==> src/rtl/adc_range_merge.sv <==
module adc_range_merge #(
  parameter int SAMPLE_W = 10,
  parameter int CODE_W   = 2
) (
  input  logic                         clk,
  input  logic                         rst_n,
  input  logic                         in_valid,
  input  logic [SAMPLE_W-1:0]          hi_sample,
  input  logic [SAMPLE_W-1:0]          mid_sample,
  input  logic [SAMPLE_W-1:0]          lo_sample,
  input  logic [SAMPLE_W-1:0]          sat_level,
  output logic                         out_valid,
  output logic [CODE_W+SAMPLE_W-1:0]   out_word
);

  localparam int WORD_W = CODE_W + SAMPLE_W;
  localparam logic [CODE_W-1:0]   CODE_HI  = CODE_W'(0);
  localparam logic [CODE_W-1:0]   CODE_MID = CODE_W'(1);
  localparam logic [CODE_W-1:0]   CODE_LO  = CODE_W'(2);
  localparam logic [SAMPLE_W-1:0] FULL     = '1;

  logic hi_sat, mid_sat, lo_sat;
  logic [CODE_W-1:0]   pick_code;
  logic [SAMPLE_W-1:0] pick_data;

  assign hi_sat  = hi_sample  >= sat_level;
  assign mid_sat = mid_sample >= sat_level;
  assign lo_sat  = lo_sample  >= sat_level;

  always_comb begin
    if (!hi_sat) begin
      pick_code = CODE_HI;
      pick_data = hi_sample;
    end else if (!mid_sat) begin
      pick_code = CODE_MID;
      pick_data = mid_sample;
    end else begin
      pick_code = CODE_LO;
      pick_data = lo_sat ? FULL : lo_sample;
    end
  end

  always_ff @(posedge clk) begin
    if (!rst_n) begin
      out_valid <= 1'b0;
      out_word  <= '0;
    end else begin
      out_valid <= in_valid;
      if (in_valid) out_word <= {pick_code, pick_data};
    end
  end

  p_vld_follow_r7: assert property (@(posedge clk) disable iff (!rst_n)
    in_valid |=> out_valid);
  p_vld_drop_r8: assert property (@(posedge clk) disable iff (!rst_n)
    !in_valid |=> (!out_valid && $stable(out_word)));
  p_hi_pick_r2: assert property (@(posedge clk) disable iff (!rst_n)
    (in_valid && hi_sample < sat_level) |=>
      out_word == {CODE_HI, $past(hi_sample)});
  p_mid_pick_r3: assert property (@(posedge clk) disable iff (!rst_n)
    (in_valid && hi_sample >= sat_level && mid_sample < sat_level) |=>
      out_word == {CODE_MID, $past(mid_sample)});
  p_clamp_r5: assert property (@(posedge clk) disable iff (!rst_n)
    (in_valid && hi_sample >= sat_level && mid_sample >= sat_level &&
     lo_sample >= sat_level) |=> out_word == {CODE_LO, FULL});
  p_no_code3_r9: assert property (@(posedge clk) disable iff (!rst_n)
    out_word[WORD_W-1 -: CODE_W] != CODE_W'(3));

endmodule

==> config.mk <==
export PLATFORM = sky130hd
export DESIGN_NAME = adc_range_merge
export DESIGN_NICKNAME = d
export VERILOG_FILES = /design/src/rtl/adc_range_merge.sv
export SDC_FILE = /design/constraint.sdc
export NUM_CORES = 1
export LEC_CHECK = 0
export BUFFER_PORTS_ARGS = -buffer_cell sky130_fd_sc_hd__clkbuf_2
export CAP_MARGIN = 20
export CORE_MARGIN = 2
export CORE_UTILIZATION = 30
export CTS_BUF_LIST = sky130_fd_sc_hd__clkbuf_8
export DETAILED_ROUTE_END_ITERATION = 8
export PLACE_DENSITY = 0.61
export SLEW_MARGIN = 20
export SYNTH_ARGS = -nofsm -noshare
export SYNTH_HDL_FRONTEND = slang
export SYNTH_SLANG_ARGS = --single-unit
==> constraint.sdc <==
create_clock -name clk -period 3.3 [get_ports clk]
set_clock_uncertainty 0.05 [all_clocks]
set_input_delay 0.495 -clock clk [delete_from_list [all_inputs] [get_ports clk]]
set_output_delay 0.495 -clock clk [all_outputs]
set_load 0.03 [all_outputs]
==> results of run 1 <==
-- synthesized netlist by cell type --
cell type   n  area share, %
a211o_1     1           0.68
a211o_2     1           0.77
a211oi_1    2            1.2
a211oi_2    1           0.97
a21o_1      1           0.58
a21oi_1    10            3.9
a2bb2oi_1   1           0.68
a2bb2oi_2   1            1.2
a41oi_1    10            6.8
a41oi_2     1            1.3
and2_1      1           0.48
and2_2      1           0.58
buf_2       2           0.77
buf_6       1           0.87
clkbuf_1    3           0.87
dfxtp_1    13             20
ha_1       30             29
inv_1      12            3.5
mux2i_1     2            1.5
nand2_1    24            7.0
nand2b_1    2           0.97
nand2b_2    1           0.68
nand3_1     2           0.77
nand4_1     4            1.9
nor2_1      1           0.29
nor2b_1     2           0.97
o21a_1      2            1.2
o21ai_0    18            7.0
o21ai_1     4            1.5
o31ai_1     1           0.58
o41a_1      1           0.87
or2b_2      1           0.68
-- state kept, by name, summed over array words and instances (netlist names) --
signal     count
out_word      12
out_valid      1
-- report_power, final --
group / internal [mW] / switching [mW]
Sequential: 0.170 / 0.00582
Clock: 0.0834 / 0.0575
Combinational: 0.0828 / 0.125
Total: 0.337 / 0.188
-- metrics by stage --
stage | instance area, µm² | instances | worst slack, ns
floorplan | 1294 | 157 | 1.173
global placement | 1599 | 256 | 0.6628
detailed placement | 1599 | 256 | 0.6610
CTS | 1645 | 260 | 0.9149
global route | 1645 | 260 | 0.7712
finish | 1645 | 260 | 0.9244
-- layer usage --
layer	part of all wire [%]	up-vias
met1	51	563
met2	40	46
met3	5.4	11
li1	-	695
met4	3.0	0
met5	0	-
-- placed cells by master (no fill, tap or decap), types with 2 or more instances in the layout --
cell type | Yosys | final
nand3_1 | 2 | 2
clkbuf_8 | 0 | 3
mux2i_1 | 2 | 2
a21oi_1 | 10 | 10
dfxtp_1 | 13 | 13
ha_1 | 30 | 30
nand4_1 | 4 | 4
o21ai_0 | 18 | 18
o21a_1 | 2 | 2
a211oi_1 | 2 | 2
clkbuf_2 | 0 | 55
o21ai_1 | 4 | 4
nand2_1 | 24 | 24
nand2b_1 | 2 | 2
nor2b_1 | 2 | 2
inv_1 | 12 | 12
a41oi_1 | 10 | 10
-- cell families after synthesis --
group / share of synthesized area (%)
flip-flops: 20.12
adder cells (fa/ha/maj): 29.01
AO/OA/AOI/OAI: 29.01
buffers and inverters: 5.996
multiplexers: 1.547
AND/OR/NAND/NOR: 14.31
-- worst paths after layout --
path                     start  cells past startpoint            to
setup / recovery  sat_level[7]                      8   out_word[4]
hold / removal    out_word[10]                      2  out_word[10]
setup reg to reg   out_word[6]                      2   out_word[6]
hold reg to reg   out_word[10]                      2  out_word[10]
-- layout make-up --
| class | count | area (µm²) |
|---|---|---|
| clock inverter | 1 | 5.005 |
| sequential | 13 | 260.3 |
| timing repair buffer | 55 | 275.3 |
| multi-input combinational | 126 | 955.9 |
| fill | 432 | 2441 |
| clock buffer | 3 | 41.29 |
| inverter | 12 | 45.04 |
| tap | 50 | 62.56 |
-- critical path: stages --
cell      delay, ns
clkbuf_2       0.07
inv_1          0.06
ha_1           0.31
nand4_1        0.11
o41a_1         0.48
a211oi_2       0.60
nand2_1        0.11
a41oi_1        0.24
==> flow_metrics.tcl, run 1 <==
set metrics [dict create \
    arrival_ns 2.48 \
    final_max_slew_viol_count 0 \
    vias 1315 \
    dpl.hpwl_um 2962 \
    hold_buffers 0 \
    fin_nets 284 \
    drtPass1Iterations 4 \
    grt_max_degree 24 \
    cts_setup_buffers 0 \
    rows 23 \
    met3_usage_pct 2.326 \
    max-slew-margin-rel_pct 54.24 \
    cts.repair.resized 0 \
    setup_tns_ns 0 \
    finalHoldWorstSlack_ns 0.4779 \
    max_freq_ghz 0.4209 \
    grt_overflow 0 \
    ys_types 32 \
    wl_per_cell_um 13.15 \
    clkTransAtPathRegs_ns 0.06 \
    cellLeakagePower_nw 0.8312 \
    die_h_um 69.67 \
    antenna_cells 0 \
    finalCritPeriodShare_pct 71.99 \
    io_buffer_count 55 \
    power_uw 525.2 \
    die_w_um 69.67 \
    core_um2 4086 \
    use_met2_pct 19.98 \
    drt_wl_total_um 3420 \
    gp_congestion 0.7902 \
    syn-cell-area_um2 1294 \
    drive_above_1_share_pct 31.43 \
    fin_crit_ns 2.376 \
    grt_pass1_wl_um 5464 \
    hold_path.class "reg -> reg" \
    finalHoldViolations 0 \
    cts_inserted_buffers 3 \
    yosysWarningCount 0 \
    crit_type "in -> reg" \
    viasPerCell 5.058 \
    max-vdd-ir-drop_uv 95.87 \
    drc_errors 0 \
    synth_cells 157 \
    cts.sinks 13 \
    cts_max_level 1 \
    syn_nets 230 \
    setup-violations-final 0 \
    grt_pass1_vias 1223 \
    syn_avg_cell_area_um2 8.240 \
    synth_seq_cells 13 \
    ys_seq_area_share_pct 20.12 \
    pin_count 56 \
    ant_nets 0 \
    rrSetupSlack_ns 2.52 \
    grt_use_total_pct 14.03 \
    power.density_nw_per_um2 319.2 \
    rsz0062_at_grt "no" \
    cp_max_fo 11 \
    clock_tree.buffer_depth 2 \
    syn_to_final_growth_pct 27.18 \
    cts_tree "built" \
    busiest_layer "met1" \
    met1_usage_pct 20.16 \
    clk_latency_ns 0.24 \
    worstMarginPinSlew_ns 0.6852 \
    outcome "finished clean" \
    fin_util_pct 40.26 \
    initial_utilization_pct 31.66 \
    clockRootBuffer "clkbuf_8" \
    maxCapViolations 0 \
    worstSetupStartpointType "input pin" \
    antenna_found_initial 0 \
    critPathRequiredTime_ns 3.41 \
    drt_iter0_drc 61 \
    die_area_um2 4854 \
    end_kind "register" \
]
Power figures use the tool's default switching activity.
==> run 2: changes to the inputs <==
==> constraint.sdc (replaced) <==
create_clock -name clk -period 2.3 [get_ports clk]
set_clock_uncertainty 0.05 [all_clocks]
set_input_delay 0.345 -clock clk [delete_from_list [all_inputs] [get_ports clk]]
set_output_delay 0.345 -clock clk [all_outputs]
set_load 0.03 [all_outputs]
==> flow_metrics.tcl, run 2 (synthesis gave the netlist of run 1 again) <==
set metrics [dict create \
    worstMarginPinSlew_ns 0.6089 \
    largest_reg_flops 12 \
    fin_nets 285 \
    rsz0062_at_grt "no" \
    cp_max_fo 11 \
    grt_pass1_vias 1152 \
    end_kind "register" \
    maxCapViolations 0 \
    finalHoldViolations 0 \
    cp_slowest_stage_delay_ns 0.50 \
    critPathRequiredTime_ns 2.40 \
    max_freq_ghz 0.4861 \
    clockRootBuffer "clkbuf_8" \
    max-slew-margin-rel_pct 59.14 \
    cp_cell_sequence "clkbuf_2, inv_1, ha_1, nand4_1, o41a_1, a2bb2oi_2, o21ai_0, a41oi_1" \
    final_max_slew_viol_count 0 \
    cts.repair.resized 0 \
    rows 23 \
    crit_type "in -> reg" \
    drt_iter0_drc 71 \
    ant_nets 0 \
    die_area_um2 4854 \
    dpl.hpwl_um 3058 \
    ff_latch_area_um2 260.3 \
    multi_input_area_um2 955.9 \
    reg2reg_from "out_word[4]" \
    hold_end "out_word[7]" \
    hold_buffers 0 \
    top_regs "out_word (12), out_valid (1)" \
    power.density_nw_per_um2 454.1 \
    core_um2 4086 \
    wl_per_cell_um 13.33 \
    max-vdd-ir-drop_uv 152.7 \
    arrival_ns 2.16 \
    die_w_um 69.67 \
    cts_max_level 1 \
    largest-register "out_word" \
    cts_tree "built" \
    worstSetupStartpointType "input pin" \
    cpMaxStageDelayCell "o41a_1" \
    finalCritPeriodShare_pct 89.44 \
    hold_path.class "in -> reg" \
    hp-start "mid_sample[7]" \
    reg2reg_to "out_word[4]" \
    setup-violations-final 0 \
    setup_tns_ns 0 \
    cts_setup_buffers 0 \
    drc_errors 0 \
    antenna_found_initial 0 \
    grt_use_total_pct 13.66 \
    cellLeakagePower_nw 0.8378 \
    grt_max_degree 24 \
    io_buffer_count 55 \
    cts_inserted_buffers 3 \
    antenna_cells 0 \
    fin_crit_ns 2.057 \
    worstRegToRegCells 2 \
    clock_tree.buffer_depth 2 \
    drt_wl_total_um 3480 \
    syn_to_final_growth_pct 27.66 \
    drtPass1Iterations 4 \
    die_h_um 69.67 \
    initial_utilization_pct 31.66 \
    outcome "finished clean" \
    mostFrequentLayoutCells "clkbuf_2 (55), ha_1 (30), nand2_1 (24), o21ai_0 (18)" \
    clk_latency_ns 0.24 \
    gp_congestion 0.8415 \
    hold_depth 3 \
    clkTransAtPathRegs_ns 0.05 \
    drive_above_1_share_pct 31.28 \
    nFillCells 460 \
    fin_util_pct 40.42 \
    mostFrequentLayoutCell "clkbuf_2" \
    vias 1309 \
    viasPerCell 5.015 \
    grt_overflow 0 \
    grt_pass1_wl_um 5388 \
    cts.sinks 13 \
    pin_count 56 \
    rrSetupSlack_ns 1.50 \
]
-- run 2: cell count changes in the layout (fill, tap and decap cells not counted) --
cell and delta:
buf_4 +1, inv_1 +1, clkinv_2 -1
-- run 2: final cells by class --
cell class / instances / share of cell area, %
multi-input cells: 126 / 57.88
clock inverters: 1 / 0.2273
well taps: 50 / 3.788
inverters: 12 / 2.727
repair buffers: 56 / 17.12
clock buffers: 3 / 2.500
flip-flops and latches: 13 / 15.76
-- run 2: worst max-delay path by stage --
stage                     depth (start not counted)          from          end
after global placement                            8  sat_level[7]  out_word[4]
after detailed placement                          8  sat_level[7]  out_word[9]
after floorplan                                   8  sat_level[8]  out_word[0]
final                                             8  sat_level[7]  out_word[4]
after global routing                              8  sat_level[7]  out_word[6]
after CTS                                         8  sat_level[7]  out_word[9]
-- run 2: per-stage QoR --
step / power (mW) / hold slack (ns) / area [µm²] / worst slack (ns) / cells
2_1_floorplan: 0.4582 / 0.4373 / 1294 / 0.3226 / 157
5_1_grt: 0.8076 / 0.3667 / 1652 / 0.08879 / 261
3_3_place_gp: 0.5579 / 0.4539 / 1607 / 0.01971 / 257
3_5_place_dp: 0.5604 / 0.4615 / 1607 / 0.01254 / 257
6_report: 0.7501 / 0.3464 / 1652 / 0.2429 / 261
4_1_cts: 0.7569 / 0.3475 / 1652 / 0.2547 / 261
-- run 2: where the power goes --
group | switching (mW) | leakage, nW | internal [mW]
combinational | 0.181 | 0.703 | 0.121
clock | 0.0770 | 0.0269 | 0.118
sequential | 0.00822 | 0.108 | 0.245
-- run 2: layer usage --
metal	track usage [%]	part of all wire, %
met1	20.21	50
met2	19.66	43
met3	2.616	6.0
met4	4.487	0.92
met5	0	0
-- run 2: critical path, delay by kind of cell --
family / cells / cell delay [ns]
and+or+nand+nor: 1 / 0.12
adders and majority gates: 1 / 0.30
AOI/OAI and AO/OA: 4 / 1.25
buffers and inverters: 2 / 0.14
